`src/rtl/clk_stop_seq.sv`:
```
module clk_stop_seq #(
  parameter int NSE         = 4,
  parameter int NPAIR       = 2,
  parameter int QUAL_EDGES  = 2,
  parameter int SYNC_STAGES = 2
) (
  input  logic             clk,
  input  logic             rst_n,
  input  logic             pd_n,
  input  logic             cpustop_n,
  input  logic             cpu_ph,
  input  logic             pcif_ph,
  input  logic             buf_ph,
  input  logic [NSE-1:0]   se_ph,
  input  logic [NPAIR-1:0] cfg_free,
  input  logic [NPAIR-1:0] cfg_en,
  input  logic             cfg_tri_pd,
  input  logic             cfg_tri_force,
  output logic [NPAIR-1:0] cpu_t,
  output logic [NPAIR-1:0] cpu_c,
  output logic [NPAIR-1:0] cpu_t_oe,
  output logic [NPAIR-1:0] cpu_c_oe,
  output logic             pcif_o,
  output logic             buf_o,
  output logic [NSE-1:0]   se_o,
  output logic             core_off
);

  localparam int            CW   = $clog2(QUAL_EDGES + 1);
  localparam logic [CW-1:0] QMAX = CW'(QUAL_EDGES);

  typedef enum logic [2:0] {RUN, S_PCIF, S_BUF, S_REST, OFF, R_REST, R_BUF, R_PCIF} st_t;

  st_t                    st;
  logic [SYNC_STAGES-1:0] pd_sync, stp_sync;
  logic                   cpu_ph_d;
  logic [CW-1:0]          pd_cnt, stp_cnt;
  logic                   pcif_run, buf_run;
  logic [NSE-1:0]         se_run;
  logic [NPAIR-1:0]       cpd_run, cstp_run, cpu_go;
  logic                   pd_s, stp_s, crise, pd_q, stp_q, rest_down, rest_up;

  assign pd_s      = pd_sync[SYNC_STAGES-1];
  assign stp_s     = stp_sync[SYNC_STAGES-1];
  assign crise     = cpu_ph_d & ~cpu_ph;
  assign pd_q      = (pd_cnt == QMAX);
  assign stp_q     = (stp_cnt == QMAX);
  assign rest_down = (se_run == '0) && (cpd_run == '0);
  assign rest_up   = (&se_run) && (&cpd_run);
  assign cpu_go    = cpd_run & cstp_run;
  assign core_off  = (st == OFF);
  assign cpu_t_oe  = cfg_en & ~(~cpd_run & {NPAIR{cfg_tri_pd | cfg_tri_force}});
  assign cpu_c_oe  = cfg_en & cpd_run;

  always_ff @(posedge clk or negedge rst_n) begin
    if (!rst_n) begin
      pd_sync  <= '1;
      stp_sync <= '1;
      cpu_ph_d <= 1'b0;
      pd_cnt   <= '0;
      stp_cnt  <= '0;
    end else begin
      pd_sync  <= {pd_sync[SYNC_STAGES-2:0], pd_n};
      stp_sync <= {stp_sync[SYNC_STAGES-2:0], cpustop_n};
      cpu_ph_d <= cpu_ph;
      if (crise) begin
        pd_cnt  <= pd_s  ? '0 : (pd_q  ? pd_cnt  : pd_cnt  + 1'b1);
        stp_cnt <= stp_s ? '0 : (stp_q ? stp_cnt : stp_cnt + 1'b1);
      end
    end
  end

  always_ff @(posedge clk or negedge rst_n) begin
    if (!rst_n) begin
      st       <= RUN;
      pcif_run <= 1'b1;
      buf_run  <= 1'b1;
      se_run   <= '1;
      cpd_run  <= '1;
      cstp_run <= '1;
    end else begin
      case (st)
        RUN:    if (pd_q) st <= S_PCIF;
        S_PCIF: if (!pcif_ph) begin pcif_run <= 1'b0; st <= S_BUF; end
        S_BUF:  if (!buf_ph) begin buf_run <= 1'b0; st <= S_REST; end
        S_REST: if (rest_down) st <= OFF;
        OFF:    if (!pd_q) st <= R_REST;
        R_REST: if (rest_up) st <= R_BUF;
        R_BUF:  if (!buf_ph) begin buf_run <= 1'b1; st <= R_PCIF; end
        R_PCIF: if (!pcif_ph) begin pcif_run <= 1'b1; st <= RUN; end
        default: st <= RUN;
      endcase
      for (int k = 0; k < NSE; k++) begin
        if (!se_ph[k] && st == S_REST) se_run[k] <= 1'b0;
        else if (!se_ph[k] && st == R_REST) se_run[k] <= 1'b1;
      end
      for (int i = 0; i < NPAIR; i++) begin
        if (cpu_ph) begin
          if (st == S_REST) cpd_run[i] <= 1'b0;
          else if (st == R_REST) cpd_run[i] <= 1'b1;
          cstp_run[i] <= cfg_free[i] | ~stp_q;
        end
      end
    end
  end

  always_ff @(posedge clk or negedge rst_n) begin
    if (!rst_n) begin
      pcif_o <= 1'b0;
      buf_o  <= 1'b0;
      se_o   <= '0;
      cpu_t  <= '0;
      cpu_c  <= '0;
    end else begin
      pcif_o <= pcif_ph & pcif_run;
      buf_o  <= buf_ph & buf_run;
      se_o   <= se_ph & se_run;
      for (int i = 0; i < NPAIR; i++) begin
        cpu_t[i] <= cpu_go[i] ? cpu_ph : 1'b1;
        cpu_c[i] <= cpu_go[i] & ~cpu_ph;
      end
    end
  end


  core_quiet_chk: assert property (@(posedge clk) disable iff (!rst_n)
    core_off |-> (!pcif_o && !buf_o && se_o == '0 && cpu_t == '1 && cpu_c == '0));


  pd_park_drive_chk: assert property (@(posedge clk) disable iff (!rst_n)
    (core_off && !cfg_tri_pd && !cfg_tri_force) |-> (cpu_c_oe == '0 && cpu_t_oe == cfg_en));


  stop_order_chk: assert property (@(posedge clk) disable iff (!rst_n)
    !buf_run |-> !pcif_run);


  pcif_fall_chk: assert property (@(posedge clk) disable iff (!rst_n)
    $fell(pcif_o) |-> !$past(pcif_ph));


  buf_fall_chk: assert property (@(posedge clk) disable iff (!rst_n)
    $fell(buf_o) |-> !$past(buf_ph));

  for (genvar g = 0; g < NPAIR; g++) begin : g_pair_chk

    cpu_fall_chk: assert property (@(posedge clk) disable iff (!rst_n)
      $fell(cpu_t[g]) |-> !$past(cpu_ph));
  end

endmodule

```
`config.mk`:
```
export PLATFORM = sky130hd
export DESIGN_NAME = clk_stop_seq
export DESIGN_NICKNAME = d
export VERILOG_FILES = /design/src/rtl/clk_stop_seq.sv
export SDC_FILE = /design/constraint.sdc
export NUM_CORES = 1
export LEC_CHECK = 0
export ABC_AREA = 1
export BUFFER_PORTS_ARGS = -buffer_cell sky130_fd_sc_hd__buf_2
export CAP_MARGIN = 20
export CORE_MARGIN = 2
export CORE_UTILIZATION = 45
export DETAILED_ROUTE_END_ITERATION = 10
export PLACE_DENSITY = 0.69
export SLEW_MARGIN = 20
export SYNTH_ARGS = -nofsm -noshare
export SYNTH_HDL_FRONTEND = slang
export SYNTH_SLANG_ARGS = --single-unit
```
`constraint.sdc`:
```
create_clock -name clk -period 2.8 [get_ports clk]
set_clock_uncertainty 0.15 [all_clocks]
set_input_delay 0.42 -clock clk [delete_from_list [all_inputs] [get_ports clk]]
set_output_delay 0.42 -clock clk [all_outputs]
set_load 0.005 [all_outputs]
```
# After elaboration in Yosys (flattened, before gate mapping)
# Index checks and enable logic that the tools add are counted.
dict set report word_totals {
  output_inout_bits 15
  register_bits 31
  in_bits 17
}
dict set report op_classes {
  add_sub_neg 2
  n_bitwise 17
  eq_ne 19
  n_reduce_logical 32
  mux 31
}
# op n
set op_table {}
lappend op_table {{$mux 3} 8}
lappend op_table {{$pmux 3 s8} 1}
lappend op_table {{$ne 2x2->1 const B} 10}
lappend op_table {{$mux 1} 16}
lappend op_table {{$reduce_bool 2->1} 7}
lappend op_table {{$eq 3x3->1 const B} 4}
lappend op_table {{$logic_and 1x1->1} 10}
lappend op_table {{$and 2x2->2} 4}
lappend op_table {{$mux 2} 4}
lappend op_table {{$reduce_and 2->1} 4}
lappend op_table {{$reduce_and 8->1} 1}
lappend op_table {{$eq 3x2->1 const B} 2}
lappend op_table {{$reduce_and 3->1} 2}
lappend op_table {{$and 1x1->1} 5}
lappend op_table {{$add 2x1->2 const B} 2}
lappend op_table {{$and 4x4->4} 1}
lappend op_table {{$eq 2x2->1 const B} 2}
lappend op_table {{$logic_not 1->1} 4}
lappend op_table {{$logic_not 4->1} 1}
lappend op_table {{$not 2->2} 2}
lappend op_table {{$pmux 1 s2} 2}
lappend op_table {{$reduce_and 4->1} 1}
lappend op_table {{$eq 3x1->1 const B} 1}
lappend op_table {{$logic_not 3->1} 1}
lappend op_table {{3 further kinds} 6}

# Depth between registers and ports, before layout
# Gate-level depths: netlist (run 1).
dict set report depth {
  ltp_word 4
  ltp_mapped 10
  depth_no_buf 10
}

# Worst setup path after synthesis (run 1)
# OpenSTA, ideal clock, no wires.
dict set report synth_path {
  kind {reg2reg}
  start {register cpd_run[0]}
  end {register st[1]}
  setup_ps 117
  path_slack_ps 1408
  arrival_time_ps 1125
  path_stages_with_launch 8
  path_cell_list {dfstp_2 > nand2_1 > nor2_1 > nor2_4 > nor2_4 > nand2_4 > nand2_1 > nand2_1}
}
dict set report synth_between {
  elab_chain_cells 4
}
# item line
set synth_rtl {}
lappend synth_rtl {{start, declared} 40} ;# logic [NPAIR-1:0] cpd_run, cstp_run, cpu_go;
lappend synth_rtl {{start signal, assigned} 79} ;# cpd_run <= '1;
lappend synth_rtl {{start signal, assigned by index} 99} ;# if (st == S_REST) cpd_run[i] <= 1'b0;
lappend synth_rtl {{start signal, assigned by index} 100} ;# else if (st == R_REST) cpd_run[i] <= 1'b1;
lappend synth_rtl {{$reduce_and 2->1 / $logic_not 2->1 (equally long branches)} {49, 48}}
lappend synth_rtl {{$logic_and 1x1->1 (on tied branches)} {49, 48}}
lappend synth_rtl {{$ne 2x2->1 (no source line)} n/a}
lappend synth_rtl {{$reduce_and 8->1 (no source line) (*)} n/a}
lappend synth_rtl {{end signal, assigned} 75} ;# st <= RUN;
lappend synth_rtl {{end signal, assigned} 83} ;# RUN: if (pd_q) st <= S_PCIF;
lappend synth_rtl {{end signal, assigned} 84} ;# S_PCIF: if (!pcif_ph) begin pcif_run <= 1'b0; st <= S_BUF; end
lappend synth_rtl {{end, declared} 34} ;# st_t st;
# Mark *: on every way between the ends. The rest lies on a longest branch, timed or not.
# A chain may end at the register's enable or synchronous reset.

# Final worst setup path (run 1)
dict set report layout_path {
  start {register st[2]}
  end {output core_off}
}
dict set report layout_between {
  elab_chain_cells 1
}
# item line
set layout_rtl {}
lappend layout_rtl {{$eq 3x3->1} 51} ;# assign core_off = (st == OFF);
lappend layout_rtl {{end, declared} 26} ;# output logic core_off
# No other way between the ends.

==> flow_metrics.tcl, run 1 <==
set metrics [dict create \
    post-route-min-period_ns 1.92 \
    cap_violations 0 \
    final-setup-viol-count 0 \
    peakVddDrop_mv 0.551 \
    placed_area_um2 1540 \
    synthTopCellsByArea "dfrtp_1 33%, dfstp_2 25%, nand2_1 8.0%" \
    grt_max_degree 32 \
    cts_tree "yes" \
    port_buffers 31 \
    cts_sinks 31 \
    fp.dieW_um 59.0 \
    synth_compound_area_share_pct 9.02 \
    critical_path_class "reg2out" \
    ys_seq_area_share_pct 58.3 \
    yosys_warnings 0 \
    synth_top_area_share_pct 33.1 \
    synthXorXnorAreaFrac_pct 0.645 \
    power.switching_uw 550 \
    clock_latency_ns 0.32 \
    wl_um 2510 \
    cts_root_buf "clkbuf_4" \
    yosys.area.top_type "dfrtp_1" \
    power_frac_seq_pct 48.8 \
    mostFrequentLayoutCell "buf_2" \
    internal_power_uw 903 \
    power_density_nw_per_um2 910 \
    synthMuxAreaShare_pct 0 \
    synth_adder_area_share_pct 1.84 \
    multi_input_area_um2 439 \
    drt-pass1-iter-count 7 \
    crit_path_start_kind "register" \
    path_cells "inv_2 > nor3_1 > buf_2" \
    post-place-ws_ns 1.24 \
    io_pins 32 \
    cp.required_ns 2.23 \
    slew_headroom_pct 55.7 \
    final_cell_mix "31 x buf_2, 29 x nand2_1, 28 x inv_1, 18 x dfrtp_1, 13 x dfstp_2" \
    final_util_pct 56.9 \
    finalCritPeriodShare_pct 68.5 \
    min_path_type "in2reg" \
    drive_above_1_share_pct 32.1 \
    synth_cell_types 22 \
    synthSimpleGateAreaFrac_pct 20.8 \
    cts_buffers 5 \
    place.gp.congestion 0.820 \
    cp_max_fo 9 \
    nNetsFinal 203 \
    drc 2 \
    cp_slowest_stage_delay_ns 0.59 \
    dp_hpwl_um 1870 \
    postCtsSetupBuffers 0 \
    cts_max_path_buffers 2 \
    hold_viol 0 \
    setup_tns_ns 0 \
    syn_nets 165 \
    grt_pass1_vias 1074 \
    antenna_found_initial 0 \
    tightest_slew_ns 0.664 \
    grt_use_total_pct 17.4 \
    fillers 255 \
    cp.arrival_ns 1.35 \
    die_h_um 59.0 \
    syn_to_final_growth_pct 17.5 \
    outcome "finished with violations" \
    grt_overflow_total 0 \
    setup_ws_ns 0.882 \
    rsz0062_at_grt "no" \
    antenna_cells 0 \
    dieArea_um2 3480 \
    num_rows 19 \
    combPwrFrac_pct 35.4 \
    power_frac_clock_pct 15.9 \
    regArea_um2 792 \
    postSynthCellCount 146 \
    crit_path_top_delay_cell "dfrtp_1" \
    synthesis.area_um2 1360 \
    core-area_um2 2810 \
    drt_iter0_drc 52 \
    postSynthAreaPerCell_um2 9.31 \
    leakage_uw 0.000859 \
    critPathTopFamily "flip-flops" \
    grt_pass1_wl_um 4460 \
    critPathBufInv 2 \
    wl_per_cell_um 11.7 \
    synth_top_family_by_area "simple AND/OR/NAND/NOR gates" \
    total_power_uw 1450 \
    swShare_pct 37.8 \
    htree_levels 2 \
    maxClockFrequency_ghz 0.522 \
    cts.clk_slew.worst_paths_ns 0.09 \
    vias 1073 \
    violations "DRC" \
    postLayoutCellArea_um2 1600 \
    antenna_left 0 \
    initial_utilization_pct 48.4 \
    cp-end-kind "primary output" \
    via_per_inst 4.99 \
    synth-seq-cells 31 \
    slew_viol_final 0 \
]
-- Yosys cell counts --
cell,instances
nand2_1,29
inv_1,28
dfrtp_1,18
dfstp_2,13
nand3_1,9
nor2_1,9
o21ai_0,9
nor3_1,4
a21oi_1,3
inv_2,3
nor2_4,3
o211ai_1,3
o22ai_1,3
ha_1,2
nand2_4,2
nor2_2,2
buf_6,1
nand4_1,1
o21ai_1,1
o311ai_0,1
o31ai_1,1
xor2_1,1
-- state kept, by name, indices dropped and copies added (netlist names) --
register / flops
pcif_run: 1
buf_o: 1
cpd_run: 1
se_run: 4
pd_cnt: 2
cstp_run: 2
cpu_t: 2
buf_run: 1
st: 3
se_o: 4
cpu_c: 2
stp_sync: 2
pcif_o: 1
pd_sync: 2
stp_cnt: 2
cpu_ph_d: 1
-- final cells by class --
cell class / count / area share [%]
inverters: 31 / 7.29
repair buffers: 32 / 10.3
flip-flops and latches: 31 / 49.6
well taps: 31 / 2.43
clock buffers: 7 / 2.82
multi-input cells: 83 / 27.5
-- worst paths after layout --
check / slack, ns / end / from / depth (start not counted)
min in group asynchronous: 0.51 / buf_o / rst_n / 2
max in group asynchronous: 1.56 / se_o[3] / rst_n / 2
max reg2reg: 1.27 / st[2] / st[2] / 8
min reg2reg: 0.21 / stp_sync[1] / stp_sync[0] / 0
min: 0.05 / pd_sync[0] / pd_n / 1
max: 0.88 / core_off / st[2] / 3
-- layer usage --
layer  GRT usage (%)  part of all wire (%)  up-vias
li1                -                     -      538
met5               0                     0        -
met3            6.15                   6.1        4
met1            21.0                    44      500
met2            28.7                    49       31
met4            6.17                   1.3        0
-- power by group through the flow --
stage | Combinational [uW] | Clock, uW | Sequential [uW]
after floorplan | 398 | 0 | 682
after global placement | 496 | 0 | 709
after detailed placement | 517 | 0 | 717
after CTS | 521 | 243 | 709
after global routing | 601 | 258 | 726
final | 514 | 230 | 709
-- worst register-to-register path: cells and delay by family, from the launching register on --
kind,cells,cell delay [ns]
simple gates,7,0.57
flops,1,0.53
buf+inv,1,0.17
-- repair_timing --
| action | 4_1_cts | 5_1_grt |
|---|---|---|
| hold buffers | 1 | 0 |
| gates resized for setup | 0 | 0 |
| endpoints found under the hold margin | 18 | 0 |
-- kinds of logic after synthesis --
logic type	Yosys count
fa+ha+maj	2
compound gates	21
buf+inv	32
flops	31
xor+xnor	1
simple gates	59
-- per-stage QoR --
| step | cells | hold slack, ns |
|---|---|---|
| 2_1_floorplan | 146 | -0.0256 |
| 4_1_cts | 215 | 0.0300 |
| 5_1_grt | 215 | 0.0241 |
| 3_3_place_gp | 207 | 0.197 |
| 3_5_place_dp | 207 | 0.202 |
| 6_report | 215 | 0.0480 |
Power figures use the tool's default switching activity.
==> run 2: changes to the inputs <==
- ABC_AREA: 1 -> 0
- clock period: 2.8 -> 1.9 ns (I/O delays scaled with it)
==> run 2 against run 1 <==
Effect of this change:
- register-to-register slack worse by 1.1 ns
- non-clock buffer count is 5 higher
- worst setup slack worse by 0.75 ns
- routed wire length is 0.24% lower
- global-route usage is 0.13 points lower
- critical endpoint is now cpu_t_oe[1]
- core utilization is 1.3 points higher
- clock power is 73% higher
- die area is 2.1% lower
- largest cell class unchanged
- sequential power is 55% higher
- critical path depth stayed put
- the run now ends clean
- first-iteration DRC count is 31% lower
- design area is 1.5% higher
==> flow_metrics.tcl, run 2 <==
set metrics [dict create \
    power_density_nw_per_um2 1300 \
    core-area_um2 2780 \
    post-route-min-period_ns 1.77 \
    cap_violations 0 \
    antenna_found_initial 0 \
    port_buffers 31 \
    multi_input_area_um2 469 \
    reg2reg_from "st[2]" \
    cp.required_ns 1.46 \
    ys_seq_area_share_pct 59.6 \
    fp.dieW_um 58.3 \
    power.switching_uw 728 \
    final_cell_mix "31 x buf_2, 20 x o21ai_0, 18 x dfrtp_1, 13 x dfstp_2" \
    wl_per_cell_um 12.3 \
    drc 0 \
    place.gp.congestion 0.894 \
    placed_area_um2 1500 \
    dp_hpwl_um 1750 \
    outcome "completed" \
    hold_viol 0 \
    peakVddDrop_mv 0.879 \
    cts_tree "yes" \
    postSynthAreaPerCell_um2 10.1 \
    finalCritPeriodShare_pct 93.0 \
    grt_pass1_vias 1029 \
    endpoint "cpu_t_oe[1]" \
    cts_root_buf "clkbuf_4" \
    rrSetupSlack_ns 0.18 \
    yosys.area.top_type "dfrtp_1" \
    yosys-top-cells-count "20 x o21ai_0, 18 x dfrtp_1, 13 x dfstp_2, 12 x and2_1, 12 x inv_1" \
    critical_path_class "reg2out" \
    via_per_inst 5.24 \
    io_pins 32 \
    yosys_warnings 0 \
    power_frac_seq_pct 52.4 \
    synth-seq-cells 31 \
    antenna_cells 0 \
    die_h_um 58.3 \
    final_util_pct 58.3 \
    tightest_slew_ns 0.662 \
    clock_latency_ns 0.33 \
    setup_tns_ns 0 \
    cts.clk_slew.worst_paths_ns 0.09 \
    wl_um 2500 \
    fillers 248 \
    drt_iter0_drc 36 \
    postSynthCellCount 131 \
    grt_use_total_pct 17.3 \
    postLayoutCellArea_um2 1620 \
    initial_utilization_pct 47.8 \
    leakage_uw 0.000774 \
    slew_headroom_pct 55.9 \
    rsz0062_at_grt "no" \
    num_rows 19 \
    combPwrFrac_pct 28.8 \
    grt_max_degree 32 \
    post_cts.resized_instances 0 \
    maxClockFrequency_ghz 0.566 \
    async_flop_share_pct 100 \
    swShare_pct 34.5 \
    drt-pass1-iter-count 4 \
    yosysMostFrequentCell "o21ai_0" \
    synth_flop_cell "dfrtp_1" \
    synth_edf_count 0 \
    htree_levels 2 \
    regArea_um2 792 \
    dieArea_um2 3400 \
    postCtsSetupBuffers 0 \
    power_frac_clock_pct 18.8 \
    cp-end-kind "primary output" \
    syn_nets 150 \
    largestRegisters "se_o: 4 flops, se_run: 4 flops, st: 3 flops" \
    grt_pass1_wl_um 4370 \
    min_path_type "in2reg" \
    cts_hold_buf 6 \
    cts_buffers 5 \
    slew_viol_final 0 \
    cp_max_fo 8 \
    nNetsFinal 190 \
    antenna_left 0 \
    drive_above_1_share_pct 31.4 \
    final-setup-viol-count 0 \
    internal_power_uw 1380 \
    synthTopCellsByArea "dfrtp_1 34%, dfstp_2 26%, o21ai_0 7.5%" \
    cts_sinks 31 \
    r2r_end "st[1]" \
    grt_overflow_total 0 \
    synthesis.area_um2 1330 \
    syn_to_final_growth_pct 21.9 \
    cp.arrival_ns 1.33 \
    cts_max_path_buffers 2 \
    mostFrequentLayoutCell "buf_2" \
    synth_top_area_share_pct 33.9 \
    crit_path_start_kind "register" \
    rr_worst_depth 4 \
    synth_cell_types 23 \
    vias 1063 \
    cp-startpoint "cpd_run[0]" \
]
## run 2: cell count changes in the layout (fill, tap and decap cells not counted), sizes merged, moves of 4 or more
cell	change
and2	+12
nand3	-6
inv	-19
o21ai	+10
nand2	-22
a31oi	+4
nor3	+4
dlygate4sd3	+5
## run 2: power by group through the flow
stage | registers, uW | clock network [uW] | logic (uW)
2_1_floorplan | 1030 | 0 | 476
3_3_place_gp | 1100 | 0 | 573
3_5_place_dp | 1120 | 0 | 602
4_1_cts | 1100 | 416 | 616
5_1_grt | 1150 | 450 | 693
6_report | 1100 | 397 | 609
## run 2: how the worst min path moves through the flow
stage	startpoint	endpoint	cells past startpoint
2_1_floorplan	rst_n	buf_o	0
3_3_place_gp	rst_n	se_o[0]	1
3_5_place_dp	stp_sync[0]	stp_sync[1]	0
4_1_cts	se_ph[0]	se_o[0]	2
5_1_grt	se_ph[3]	se_o[3]	2
6_report	se_ph[0]	se_o[0]	2
## run 2: area by class of cell
class	instances	area share (%)
sequential	31	48.9
multi-input combinational	84	29.0
tap	31	2.39
clock buffer	7	3.40
timing repair buffer	37	13.3
inverter	12	2.78
clock inverter	1	0.309
## run 2: per-layer routing
metal / global-route usage (%) / part of all wire (%) / wire length, um
met1: 20.6 / 44 / 1090
met2: 28.1 / 48 / 1190
met3: 6.59 / 6.8 / 169
met4: 6.98 / 1.8 / 46
met5: 0 / 0 / 0
## run 2: logic make-up after synthesis
kind of cell / synth area share (%)
and+or+nand+nor: 19.2
AOI/OAI and AO/OA: 13.6
DFF: 59.6
buffers and inverters: 5.08
adders and majority gates: 1.88
xor gates and xnor gates: 0.659
## run 2: worst max-delay path, cell delays in order (launching register included)
cell      delay (ns)
dfstp_2         0.61
o21bai_1        0.15
and2_1          0.15
buf_2           0.10
## run 2: through the flow
step           worst slack [ns]  total power (uW)  hold WS [ns]  cells
6_report                  0.134              2110        0.0369    203
5_1_grt                  0.0539              2290        0.0237    203
4_1_cts                   0.109              2140        0.0203    203
3_5_place_dp              0.202              1720         0.198    189
3_3_place_gp              0.259              1670         0.196    189
2_1_floorplan             0.281              1510        -0.161    131
